### config.mk
export PLATFORM = sky130hd
export DESIGN_NAME = phy_test_cfg
export DESIGN_NICKNAME = d
export VERILOG_FILES = /design/src/rtl/phy_cfg_pkg.sv /design/src/rtl/phy_test_cfg_tconv.sv /design/src/rtl/phy_test_cfg_prog.sv /design/src/rtl/phy_test_cfg_port.sv /design/src/rtl/phy_test_cfg_ctrl.sv /design/src/rtl/phy_test_cfg.sv
export SDC_FILE = /design/constraint.sdc
export NUM_CORES = 1
export LEC_CHECK = 0
export ABC_AREA = 1
export CELL_PAD_IN_SITES_DETAIL_PLACEMENT = 1
export CELL_PAD_IN_SITES_GLOBAL_PLACEMENT = 2
export CORE_ASPECT_RATIO = 1.1
export CORE_MARGIN = 2
export CORE_UTILIZATION = 37
export CTS_CLUSTER_DIAMETER = 50
export DETAILED_ROUTE_END_ITERATION = 6
export PLACE_DENSITY = 0.94
export SYNTH_ARGS = -nofsm -noshare
export SYNTH_HDL_FRONTEND = slang
export SYNTH_SLANG_ARGS = --single-unit
### constraint.sdc
create_clock -name clk_i -period 31.4 [get_ports clk_i]
set_input_delay 3.14 -clock clk_i [delete_from_list [all_inputs] [get_ports clk_i]]
set_output_delay 3.14 -clock clk_i [all_outputs]
set_load 0.005 [all_outputs]
### src/rtl/phy_cfg_pkg.sv
package phy_cfg_pkg;
  localparam int unsigned BYTE_W   = 8;
  localparam int unsigned PROG_LEN = 20;
  localparam int unsigned IDX_W    = $clog2(PROG_LEN);
  localparam int unsigned NS_W     = 10;

  typedef enum logic [1:0] {PH_IDLE, PH_SETUP, PH_CODE, PH_DATA} port_ph_e;
  typedef enum logic [1:0] {SQ_IDLE, SQ_RUN, SQ_DRAIN} seq_st_e;
  typedef enum logic [1:0] {VAL_FIX, VAL_BC, VAL_UI} val_kind_e;

  typedef struct packed {
    logic [BYTE_W-1:0] code;
    logic [BYTE_W-1:0] data;
  } port_wr_t;
endpackage

### src/rtl/phy_test_cfg_tconv.sv
module phy_test_cfg_tconv #(
  parameter int unsigned RATE_W = 11,
  parameter int unsigned NS_W   = 10,
  parameter int unsigned CNT_W  = 11
) (
  input  logic [RATE_W-1:0] rate_i,
  input  logic [NS_W-1:0]   ns_i,
  input  logic              ui_i,
  output logic [CNT_W-1:0]  cnt_o
);
  localparam int unsigned PROD_W = RATE_W + NS_W + 1;

  logic [PROD_W-1:0] prod, scaled, quo;

  always_comb begin
    prod   = PROD_W'(rate_i) * PROD_W'(ns_i);
    // byte clock: truncate the /8 first, round up the /1000
    scaled = ui_i ? prod : (prod >> 3);
    quo    = (scaled + PROD_W'(999)) / PROD_W'(1000);
    cnt_o  = CNT_W'(quo);
  end
endmodule

### src/rtl/phy_test_cfg_prog.sv
module phy_test_cfg_prog
  import phy_cfg_pkg::*;
#(
  parameter int unsigned RATE_W = 11,
  parameter int unsigned NDIV_W = 8,
  parameter int unsigned MDIV_W = 10
) (
  input  logic [IDX_W-1:0]  idx_i,
  input  logic [RATE_W-1:0] rate_i,
  input  logic [NDIV_W-1:0] ndiv_i,
  input  logic [MDIV_W-1:0] mdiv_i,
  output port_wr_t          wr_o
);
  localparam int unsigned CNT_W = RATE_W;

  logic [MDIV_W-1:0] m_m1;
  logic [NDIV_W-1:0] n_m1;
  logic [RATE_W:0]   rate_p;
  logic [2:0]        vco;
  val_kind_e         kind;
  logic [NS_W-1:0]   ns;
  logic [7:0]        base, add, fix, code;
  logic [CNT_W-1:0]  cnt;

  phy_test_cfg_tconv #(.RATE_W(RATE_W), .NS_W(NS_W), .CNT_W(CNT_W)) u_tconv (
    .rate_i (rate_i),
    .ns_i   (ns),
    .ui_i   (kind == VAL_UI),
    .cnt_o  (cnt)
  );

  always_comb begin
    m_m1   = mdiv_i - MDIV_W'(1);
    n_m1   = ndiv_i - NDIV_W'(1);
    rate_p = {1'b0, rate_i} + (RATE_W+1)'(100);
    vco    = (rate_i < RATE_W'(200)) ? 3'd0 : 3'(rate_p / (RATE_W+1)'(200));
    code = 8'h00; base = 8'h00; add = 8'h00; fix = 8'h00;
    kind = VAL_FIX; ns = '0;
    case (int'(idx_i))
      0:  begin code = 8'h10; fix = 8'h83 | {2'b00, vco, 3'b000}; end
      1:  begin code = 8'h17; fix = 8'(n_m1) & 8'h7f; end
      2:  begin code = 8'h18; fix = 8'(m_m1) & 8'h1f; end
      3:  begin code = 8'h19; fix = 8'h30; end
      4:  begin code = 8'h18; fix = 8'h80 | (8'(m_m1 >> 5) & 8'h0f); end
      5:  begin code = 8'h19; fix = 8'h30; end
      6:  begin code = 8'h20; fix = 8'h4d; end
      7:  begin code = 8'h21; fix = 8'h3d; end
      8:  begin code = 8'h21; fix = 8'hdf; end
      9:  begin code = 8'h60; base = 8'h80; kind = VAL_BC; ns = NS_W'(500); end
      10: begin code = 8'h61; base = 8'h80; kind = VAL_UI; ns = NS_W'(40); end
      11: begin code = 8'h62; base = 8'h40; kind = VAL_BC; ns = NS_W'(300); end
      12: begin code = 8'h63; base = 8'h80; kind = VAL_UI; ns = NS_W'(100); end
      13: begin code = 8'h64; base = 8'h20; kind = VAL_BC; ns = NS_W'(100); end
      14: begin code = 8'h65; base = 8'h20; kind = VAL_BC; ns = NS_W'(60); add = 8'd7; end
      15: begin code = 8'h70; base = 8'h80; kind = VAL_BC; ns = NS_W'(500); end
      16: begin code = 8'h71; base = 8'h80; kind = VAL_UI; ns = NS_W'(50); add = 8'd20; end
      17: begin code = 8'h72; base = 8'h40; kind = VAL_BC; ns = NS_W'(140); add = 8'd2; end
      18: begin code = 8'h73; base = 8'h80; kind = VAL_UI; ns = NS_W'(60); add = 8'd8; end
      19: begin code = 8'h74; base = 8'h20; kind = VAL_BC; ns = NS_W'(100); end
      default: ;
    endcase
    wr_o.code = code;
    wr_o.data = (kind == VAL_FIX) ? fix : (base | 8'(cnt + CNT_W'(add)));
  end
endmodule

### src/rtl/phy_test_cfg_port.sv
module phy_test_cfg_port
  import phy_cfg_pkg::*;
#(
  parameter int unsigned PHASE_CYC = 4
) (
  input  logic              clk_i,
  input  logic              rst_ni,
  input  logic              start_i,
  input  port_wr_t          wr_i,
  output logic              busy_o,
  output logic              tclk_o,
  output logic              tclr_o,
  output logic              ten_o,
  output logic [BYTE_W-1:0] tdin_o
);
  localparam int unsigned PH    = (PHASE_CYC < 2) ? 2 : PHASE_CYC;
  localparam int unsigned CNT_W = $clog2(PH);

  port_ph_e          ph_q;
  logic [CNT_W-1:0]  cnt_q;
  port_wr_t          wr_q;
  logic              tclk_q, tclr_q, ten_q;
  logic [BYTE_W-1:0] tdin_q;
  logic              last;

  assign last = (cnt_q == CNT_W'(PH-1));

  always_ff @(posedge clk_i or negedge rst_ni) begin
    if (!rst_ni) begin
      ph_q   <= PH_IDLE;
      cnt_q  <= '0;
      wr_q   <= '0;
      tclk_q <= 1'b1;
      tclr_q <= 1'b1;
      ten_q  <= 1'b0;
      tdin_q <= '0;
    end else begin
      tclr_q <= 1'b0;
      unique case (ph_q)
        PH_IDLE: if (start_i) begin
          wr_q   <= wr_i;
          ph_q   <= PH_SETUP;
          cnt_q  <= '0;
          tclk_q <= 1'b1;
          ten_q  <= 1'b0;
          tdin_q <= '0;
        end
        PH_SETUP: if (last) begin
          ph_q   <= PH_CODE;
          cnt_q  <= '0;
          tclk_q <= 1'b0;
          ten_q  <= 1'b1;
          tdin_q <= wr_q.code;
        end else cnt_q <= cnt_q + CNT_W'(1);
        PH_CODE: if (last) begin
          ph_q   <= PH_DATA;
          cnt_q  <= '0;
          tclk_q <= 1'b1;
          ten_q  <= 1'b0;
          tdin_q <= wr_q.data;
        end else cnt_q <= cnt_q + CNT_W'(1);
        PH_DATA: if (last) begin
          ph_q  <= PH_IDLE;
          cnt_q <= '0;
        end else cnt_q <= cnt_q + CNT_W'(1);
      endcase
    end
  end

  assign busy_o = (ph_q != PH_IDLE);
  assign tclk_o = tclk_q;
  assign tclr_o = tclr_q;
  assign ten_o  = ten_q;
  assign tdin_o = tdin_q;

  p_clr_low_r1: assert property (@(posedge clk_i) disable iff (!rst_ni) 1'b1 |=> !tclr_o);
  p_start_idle_r3: assert property (@(posedge clk_i) disable iff (!rst_ni) start_i |-> !busy_o);
  p_fall_code_r2: assert property (@(posedge clk_i) disable iff (!rst_ni) $fell(tclk_o) |-> ten_o);
  p_rise_data_r2: assert property (@(posedge clk_i) disable iff (!rst_ni) $rose(tclk_o) |-> !ten_o);
  p_din_hold_r2: assert property (@(posedge clk_i) disable iff (!rst_ni)
    (!tclk_o && !$fell(tclk_o)) |-> $stable(tdin_o));
endmodule

### src/rtl/phy_test_cfg_ctrl.sv
module phy_test_cfg_ctrl
  import phy_cfg_pkg::*;
#(
  parameter int unsigned RATE_W = 11,
  parameter int unsigned NDIV_W = 8,
  parameter int unsigned MDIV_W = 10
) (
  input  logic              clk_i,
  input  logic              rst_ni,
  input  logic              init_start_i,
  input  logic              eng_busy_i,
  input  logic [RATE_W-1:0] rate_i,
  input  logic [NDIV_W-1:0] ndiv_i,
  input  logic [MDIV_W-1:0] mdiv_i,
  output logic              active_o,
  output logic              issue_o,
  output logic [IDX_W-1:0]  idx_o,
  output logic [RATE_W-1:0] rate_o,
  output logic [NDIV_W-1:0] ndiv_o,
  output logic [MDIV_W-1:0] mdiv_o,
  output logic              done_o
);
  localparam logic [IDX_W-1:0] LAST = IDX_W'(PROG_LEN-1);

  seq_st_e           st_q;
  logic [IDX_W-1:0]  idx_q;
  logic [RATE_W-1:0] rate_q;
  logic [NDIV_W-1:0] ndiv_q;
  logic [MDIV_W-1:0] mdiv_q;
  logic              done_q;

  always_ff @(posedge clk_i or negedge rst_ni) begin
    if (!rst_ni) begin
      st_q   <= SQ_IDLE;
      idx_q  <= '0;
      rate_q <= '0;
      ndiv_q <= '0;
      mdiv_q <= '0;
      done_q <= 1'b0;
    end else begin
      done_q <= 1'b0;
      unique case (st_q)
        SQ_IDLE: if (init_start_i && !eng_busy_i) begin
          st_q   <= SQ_RUN;
          idx_q  <= '0;
          rate_q <= rate_i;
          ndiv_q <= ndiv_i;
          mdiv_q <= mdiv_i;
        end
        SQ_RUN: if (!eng_busy_i) begin
          if (idx_q == LAST) st_q <= SQ_DRAIN;
          else idx_q <= idx_q + IDX_W'(1);
        end
        SQ_DRAIN: if (!eng_busy_i) begin
          st_q   <= SQ_IDLE;
          done_q <= 1'b1;
        end
        default: st_q <= SQ_IDLE;
      endcase
    end
  end

  assign active_o = (st_q != SQ_IDLE);
  assign issue_o  = (st_q == SQ_RUN) && !eng_busy_i;
  assign idx_o    = idx_q;
  assign rate_o   = rate_q;
  assign ndiv_o   = ndiv_q;
  assign mdiv_o   = mdiv_q;
  assign done_o   = done_q;

  p_done_pulse_r12: assert property (@(posedge clk_i) disable iff (!rst_ni) done_o |=> !done_o);
  p_idx_bound_r4: assert property (@(posedge clk_i) disable iff (!rst_ni) active_o |-> idx_o <= LAST);
endmodule

### src/rtl/phy_test_cfg.sv
module phy_test_cfg
  import phy_cfg_pkg::*;
#(
  parameter int unsigned PHASE_CYC = 4,
  parameter int unsigned RATE_W    = 11,
  parameter int unsigned NDIV_W    = 8,
  parameter int unsigned MDIV_W    = 10
) (
  input  logic              clk_i,
  input  logic              rst_ni,
  input  logic              req_valid_i,
  output logic              req_ready_o,
  input  logic [7:0]        req_code_i,
  input  logic [7:0]        req_data_i,
  input  logic              init_start_i,
  input  logic [RATE_W-1:0] lane_mbps_i,
  input  logic [NDIV_W-1:0] in_div_i,
  input  logic [MDIV_W-1:0] fb_div_i,
  output logic              test_clk_o,
  output logic              test_clr_o,
  output logic              test_en_o,
  output logic [7:0]        test_din_o,
  output logic              busy_o,
  output logic              init_done_o
);
  logic              eng_busy, eng_start;
  logic              seq_active, seq_issue, host_fire;
  logic [IDX_W-1:0]  seq_idx;
  logic [RATE_W-1:0] seq_rate;
  logic [NDIV_W-1:0] seq_ndiv;
  logic [MDIV_W-1:0] seq_mdiv;
  port_wr_t          prog_wr, eng_wr;

  phy_test_cfg_ctrl #(.RATE_W(RATE_W), .NDIV_W(NDIV_W), .MDIV_W(MDIV_W)) u_ctrl (
    .clk_i        (clk_i),
    .rst_ni       (rst_ni),
    .init_start_i (init_start_i),
    .eng_busy_i   (eng_busy),
    .rate_i       (lane_mbps_i),
    .ndiv_i       (in_div_i),
    .mdiv_i       (fb_div_i),
    .active_o     (seq_active),
    .issue_o      (seq_issue),
    .idx_o        (seq_idx),
    .rate_o       (seq_rate),
    .ndiv_o       (seq_ndiv),
    .mdiv_o       (seq_mdiv),
    .done_o       (init_done_o)
  );

  phy_test_cfg_prog #(.RATE_W(RATE_W), .NDIV_W(NDIV_W), .MDIV_W(MDIV_W)) u_prog (
    .idx_i  (seq_idx),
    .rate_i (seq_rate),
    .ndiv_i (seq_ndiv),
    .mdiv_i (seq_mdiv),
    .wr_o   (prog_wr)
  );

  // init program owns the port; a same-cycle start blocks the host
  assign req_ready_o = !eng_busy && !seq_active && !init_start_i;
  assign host_fire   = req_valid_i && req_ready_o;
  assign eng_start   = seq_issue || host_fire;
  assign eng_wr      = seq_issue ? prog_wr : port_wr_t'{code: req_code_i, data: req_data_i};
  assign busy_o      = eng_busy || seq_active;

  phy_test_cfg_port #(.PHASE_CYC(PHASE_CYC)) u_port (
    .clk_i   (clk_i),
    .rst_ni  (rst_ni),
    .start_i (eng_start),
    .wr_i    (eng_wr),
    .busy_o  (eng_busy),
    .tclk_o  (test_clk_o),
    .tclr_o  (test_clr_o),
    .ten_o   (test_en_o),
    .tdin_o  (test_din_o)
  );

  p_init_start_r4: assert property (@(posedge clk_i) disable iff (!rst_ni)
    $rose(seq_active) |-> $past(init_start_i));
  p_done_idle_r12: assert property (@(posedge clk_i) disable iff (!rst_ni)
    init_done_o |-> (!busy_o && $past(busy_o)));
endmodule

; ---- Word-level counts from Yosys, hierarchy flattened
; Index checks and enable logic that the tools add are counted.
[word_totals]
word_cells = 136
out_inout_bits = 14
regBits = 66
input_bits = 49
[classes]
addsub = 7
n_bitwise = 1
multipliers = 1
order_cmp = 1
n_reduce_logical = 36
n_eq_ne = 35
n_div = 2
mux = 39
[ops]
columns = op, n
row1 = case mux 7 bit (17 select lines), 1
row2 = case mux 8 bit (8 select lines), 1
row3 = case mux 9 bit (7 select lines), 1
row4 = case mux 8 bit (3 select lines), 2
row5 = == test 5 x 4 -> 1 bit (second input constant), 8
row6 = 2-to-1 mux 8 bit, 4
row7 = adder 21 x 10 -> 22 bit (second input constant), 1
row8 = divider 22 x 10 -> 22 bit (second input constant), 1
row9 = 2-to-1 mux 21 bit, 1
row10 = == test 5 x 3 -> 1 bit (second input constant), 4
row11 = == test 5 bit (second input constant), 4
row12 = multiplier 11 x 9 -> 20 bit, 1
row13 = 2-to-1 mux 2 bit, 10
row14 = case mux 5 bit (4 select lines), 1
row15 = 2-to-1 mux 16 bit, 1
row16 = AND reduction 4 bit, 4
row17 = 2-to-1 mux 5 bit, 3
row18 = adder 11 x 7 -> 12 bit (second input constant), 1
row19 = divider 12 x 8 -> 12 bit (second input constant), 1
row20 = OR reduction 2 bit, 6
row21 = < comparator 11 x 8 -> 1 bit (second input constant), 1
row22 = == test 2 bit (second input constant), 5
row23 = == test 5 x 2 -> 1 bit (second input constant), 2
row24 = inequality test 2 x 1 -> 1 bit (second input constant), 5
row25 = 28 further kinds, 53

; ---- Depth between registers and ports, before layout
[depth]
word_depth = 11
depth_mapped = 114
depth_no_buf = 113

; ---- Modules after synthesis
; A second synthesis with hierarchy kept.
[hier_totals]
cells_unflattened = 2129
hier_area_um2 = 13017.5
[modules_own_cells]
columns = mod, seq_area_each_um2, area_each_um2, cells_each, instances
row1 = phy_test_cfg_tconv, 0.0, 7858.8, 1352, 1
row2 = phy_test_cfg_prog, 0.0, 1783.0, 354, 1
row3 = phy_test_cfg_ctrl, 925.9, 1592.8, 186, 1
row4 = phy_test_cfg_port, 778.2, 1520.2, 179, 1
row5 = phy_test_cfg, 0.0, 262.8, 58, 1

; ---- Least setup slack after synthesis
; No wires, ideal clock.
[synth_timing]
path_kind = reg2reg
from = register u_ctrl.idx_q[0] (netlist: u_ctrl.idx_o[0])
to = register u_port.wr_q[4] (netlist bit)
setup_time_ns = 0.132
synth_period_minus_slack_ns = 11.642
path_buffers = 0
t_arrival_ns = 11.510
path_stages_with_launch = 95
setup_slack_ns = 19.758
cell_sequence = dfrtp_1 -> ha_1 -> inv_1 -> nor2_1 -> ha_1 -> inv_1 -> nand2_1 -> inv_1 -> nand2_1 -> clkinv_1 -> nand3_1 -> inv_1 -> nor2_1 -> fa_1 -> fa_1 -> fa_1 -> inv_1 -> fa_1 -> [... 59 more ...] -> nand2_1 -> inv_2 -> nand2_2 -> o21ai_2 -> nand2_1 -> nand2_1 -> nand2_1 -> nand2_1 -> nand2_1 -> ha_1 -> fa_1 -> a21oi_1 -> o21bai_1 -> or2_2 -> nand3_1 -> nand3_1 -> o211ai_1 -> o21ai_0
[synth_between]
elab_chain_cells = 11
elab_cells_between_ends = 40
cone_classes = add/sub: 2 / mul: 1 / div: 1 / eq/ne: 20 / mux: 7 / bitwise: 1 / reduce/logical: 8
[synth_rtl]
columns = item, line
row1 = from (decl), phy_test_cfg_ctrl.sv:26  ; logic [IDX_W-1:0] idx_q;
row2 = from (signal assigned), phy_test_cfg_ctrl.sv:52  ; else idx_q <= idx_q + IDX_W'(1);
row3 = == test 5 bit or == test 5 x 4 -> 1 bit (tied branches), phy_test_cfg_prog.sv:39  ; case (int'(idx_i))
row4 = OR reduction 3 bit (no line) (tied with other cells), -
row5 = case mux 9 bit (7 select lines) or case mux 2 bit (2 select lines) (tied branches), phy_test_cfg_prog.sv:39
row6 = multiplier 11 x 9 -> 20 bit or == test 2 bit (tied branches), "phy_test_cfg_tconv.sv:16, phy_test_cfg_prog.sv:28"
row7 = 2-to-1 mux 21 bit, phy_test_cfg_tconv.sv:18  ; scaled = ui_i ? prod : (prod >> 3);
row8 = adder 21 x 10 -> 22 bit, phy_test_cfg_tconv.sv:19  ; quo = (scaled + PROD_W'(999)) / PROD_W'(1000);
row9 = divider 22 x 10 -> 22 bit, phy_test_cfg_tconv.sv:19
row10 = adder 8 x 5 -> 8 bit, phy_test_cfg_prog.sv:63  ; wr_o.data = (kind == VAL_FIX) ? fix : (base | 8'(cnt + CNT_W'(add)));
row11 = bitwise OR 8 bit, phy_test_cfg_prog.sv:63
row12 = 2-to-1 mux 8 bit *, phy_test_cfg_prog.sv:63
row13 = 2-to-1 mux 16 bit *, phy_test_cfg.sv:63  ; assign eng_wr = seq_issue ? prog_wr : port_wr_t'{code: req_code_i, data: req_data_i};
row14 = to (signal assigned), phy_test_cfg_port.sv:41  ; wr_q <= wr_i;
row15 = to (decl), phy_test_cfg_port.sv:21  ; port_wr_t wr_q;
; Every way passes the cells marked *; elsewhere a longest branch is shown, timed or not.
; A chain may end at the register's enable or synchronous reset.

; ---- Final worst setup path
[layout_timing]
from = register u_ctrl.idx_q[1] (netlist: u_ctrl.idx_o[1])
to = register u_port.wr_q[7] (netlist bit)
; The elaborated chain is that of the path after synthesis.

==> out/qor.tcl <==
set qor(timing.setup.critical_path_class) {register to register}
set qor(final.fill_count) 3889
set qor(clockBufferDepth) 2
set qor(tightest_pin_transition_ps) 871
set qor(io_buffers) 60
set qor(ys_seq_area_share_pct) 15.4
set qor(routedWlPerCell_um) 14.4
set qor(number_of_global_route_vias_before_repair) 11610
set qor(floorplan.io_pins) 63
set qor(dpl.hpwl_um) 26300
set qor(cp_slowest_stage_delay_ps) 570
set qor(viasPerCell) 5.04
set qor(largest_family_of_logic_cells_by_synthesized_area) {simple AND/OR/NAND/NOR gates}
set qor(max_slew_margin_pct) 41.9
set qor(yosysWarningCount) 0
set qor(tritoncts) {yes}
set qor(grt_usage_pct) 21.1
set qor(timing.critical_path.to_type) {register}
set qor(fin_crit_ps) 14530
set qor(yosys.area_share.adder_pct) 18.1
set qor(yosys_most_used_dff) {dfrtp_1}
set qor(cts_hold_buffers) 0
set qor(hold_viol) 0
set qor(synth.area.mux_share_pct) 0
set qor(place_congestion) 0.819
set qor(timing.max_cap.violations) 0
set qor(critical_path.most_common_cell) {nand2_1}
set qor(clock_tree.htree_level_count) 3
set qor(diodes_inserted) 0
set qor(fmax_mhz) 68.8
set qor(synth-simple-area-share_pct) 39.2
set qor(setup-tns-final_ps) 0
set qor(final_layout_size_suffix_gt1_share_pct) 8.54
set qor(post_cts_setup_bufs) 0
set qor(route.antenna.remaining_nets) 0
set qor(final_max_slew_viol_count) 0
set qor(largest_net_degree_at_the_start_of_global_routing) 67
set qor(placementRows) 65
set qor(die_extent_in_x_um) 167
set qor(ys_types) 59
set qor(drc_violations_left) 0
set qor(area_growth_syn_to_layout_pct) 11.6
set qor(detail_route.wirelength_um) 31000
set qor(path_buf_inv) 12
set qor(critical-path-top-delay-family) {simple AND/OR/NAND/NOR gates}
set qor(cts_root_buf) {clkbuf_16}
set qor(critical-path-slowest-cell) {fa_1}
set qor(synthCells) 1737
set qor(worstSetupStartpointType) {register}
set qor(grt_pass1_wl_um) 54300
set qor(clk_pin_slew_ps) 50
set qor(synth-compound-area-share_pct) 10.6
set qor(final_min_period_over_clock_period_pct) 46.3
set qor(data_required_time_at_the_worst_endpoint_ps) 31580
set qor(syn_nets) 1908
set qor(cts_inserted_buffers) 9
set qor(run_status) {finished, final reports clean}
set qor(synth-seq-cells) 66
set qor(number_of_synthesized_flops_with_an_enable_pin) 0
set qor(setup-violations-final) 0
set qor(floorplan_core_area_mm2) 0.0286
set qor(synth_async_sr_flop_share_pct) 100
set qor(gr-total-overflow) 0
set qor(drt_pre_antenna_iters) 5
set qor(clock_latency_on_the_worst_skew_pair_ps) 340
set qor(finish.net_count) 1957
set qor(post_cts.resized_instances) 0
set qor(synth.avg_cell_area_um2) 6.20
set qor(synthXorXnorAreaFrac_pct) 2.93
set qor(worstHoldPathType) {register to register}
set qor(syn-cell-area_mm2) 0.0108
set qor(worst-endpoint-arrival_ps) 14710
set qor(routed-via-count) 10885
set qor(path_max_fanout) 10
set qor(die_h_um) 183
set qor(initial_utilization_pct) 37.6
set qor(rsz0062_at_grt) {no}
set qor(initial_antenna_violation_count) 0
set qor(cts_num_sinks) 66
set qor(detailedRoute.firstIterationViolations) 414
set qor(die_area_mm2) 0.0305
set qor(clock-skew-final_ps) 5.13
[final timing paths]
path	startpoint	to	cells after the start	slack (ps)
worst min-delay path	u_port.tclk_o$_DFFE_PN1P_	u_port.tclk_o$_DFFE_PN1P_	2	480
worst max register to register	u_ctrl.idx_o[1]$_DFFE_PN0P_	u_port.wr_q[7]$_DFFE_PN0P_	97	16870
worst min register to register	u_port.tclk_o$_DFFE_PN1P_	u_port.tclk_o$_DFFE_PN1P_	2	480
worst max-delay path	u_ctrl.idx_o[1]$_DFFE_PN0P_	u_port.wr_q[7]$_DFFE_PN0P_	97	16870
min in group asynchronous	rst_ni	u_ctrl.mdiv_o[0]$_DFFE_PN0P_	2	3000
max in group asynchronous	rst_ni	u_port.wr_q[5]$_DFFE_PN0P_	2	27830
[cell families after synthesis]
logic type,after synthesis
AND/OR/NAND/NOR,941
buffers and inverters,383
AO/OA/AOI/OAI,188
adder cells (fa/ha/maj),122
flip-flops,66
XOR/XNOR,36
other,1
[worst min-delay path, delay by kind of cell, from the launching register on]
family | cells | cell delay (ps)
DFF | 1 | 370
and+or+nand+nor | 2 | 110
[area by class of cell]
cell class	instances	area, µm²	area share (%)
Clock buffer	14	274	2.28
Tap cell	368	460	3.83
Timing Repair Buffer	64	626	5.21
Sequential cell	66	1650	13.8
Multi-Input combinational cell	1288	7640	63.6
Clock inverter	2	10.0	0.0833
Inverter	357	1350	11.2
[registers in the layout, summed over array words and instances, names as in the netlist, 2 cells and up]
register / cells
u_ctrl.idx_o: 5
u_ctrl.mdiv_o: 9
u_ctrl.ndiv_o: 7
u_ctrl.rate_o: 11
u_ctrl.st_q: 2
u_port.cnt_q: 2
u_port.ph_q: 2
u_port.tdin_o: 8
u_port.wr_q: 16
[per-stage QoR]
step           util [%]  cell area (µm²)  hold slack (ps)  worst slack, ps  cells
2_1_floorplan         -            10800              451            19760   1737
4_1_cts            42.0            12000              480            16710   2159
6_report           42.0            12000              478            16870   2159
5_1_grt            42.0            12000              502            15070   2159
3_5_place_dp       41.0            11700              470            16810   2143
3_3_place_gp       41.0            11700              456            17080   2143
[metal layers]
metal | wire length [µm] | global-route usage [%]
met2 | 16600 | 41.9
met1 | 13400 | 24.4
met4 | 429 | 4.62
met5 | 0 | 0
met3 | 622 | 1.75
[synthesized netlist by cell type (all sizes together), types with 4 or more instances]
library cell | instances | area [µm²]
nor3 | 17 | 95.1
o21bai | 7 | 67.6
o22ai | 11 | 68.8
fa | 56 | 1120
nand3b | 4 | 30.0
and2 | 5 | 31.3
inv | 352 | 1330
a21oi | 41 | 216
nand4 | 29 | 181
nand2 | 550 | 2230
clkbuf | 20 | 75.1
nor2 | 170 | 724
o211ai | 10 | 75.1
buf | 6 | 57.5
dfrtp | 64 | 1600
o21ai | 93 | 507
clkinv | 5 | 18.8
or2 | 8 | 50.1
ha | 66 | 826
o311ai | 5 | 43.8
nand3 | 154 | 858
xor2 | 33 | 289
[layout by cell type (no fill, tap or decap), types with 33 or more instances in the layout]
cell             instances
dfrtp_1                 64
nand2_1                498
nand2_2                 47
a21oi_1                 40
ha_1                    66
inv_1                  324
nor2_1                 153
clkdlybuf4s50_1         59
fa_1                    56
o21ai_0                 72
nand3_1                138
xor2_1                  33
Power is not shown: default switching activity piles up to over one toggle a cycle in this logic, so the estimate is an artifact.
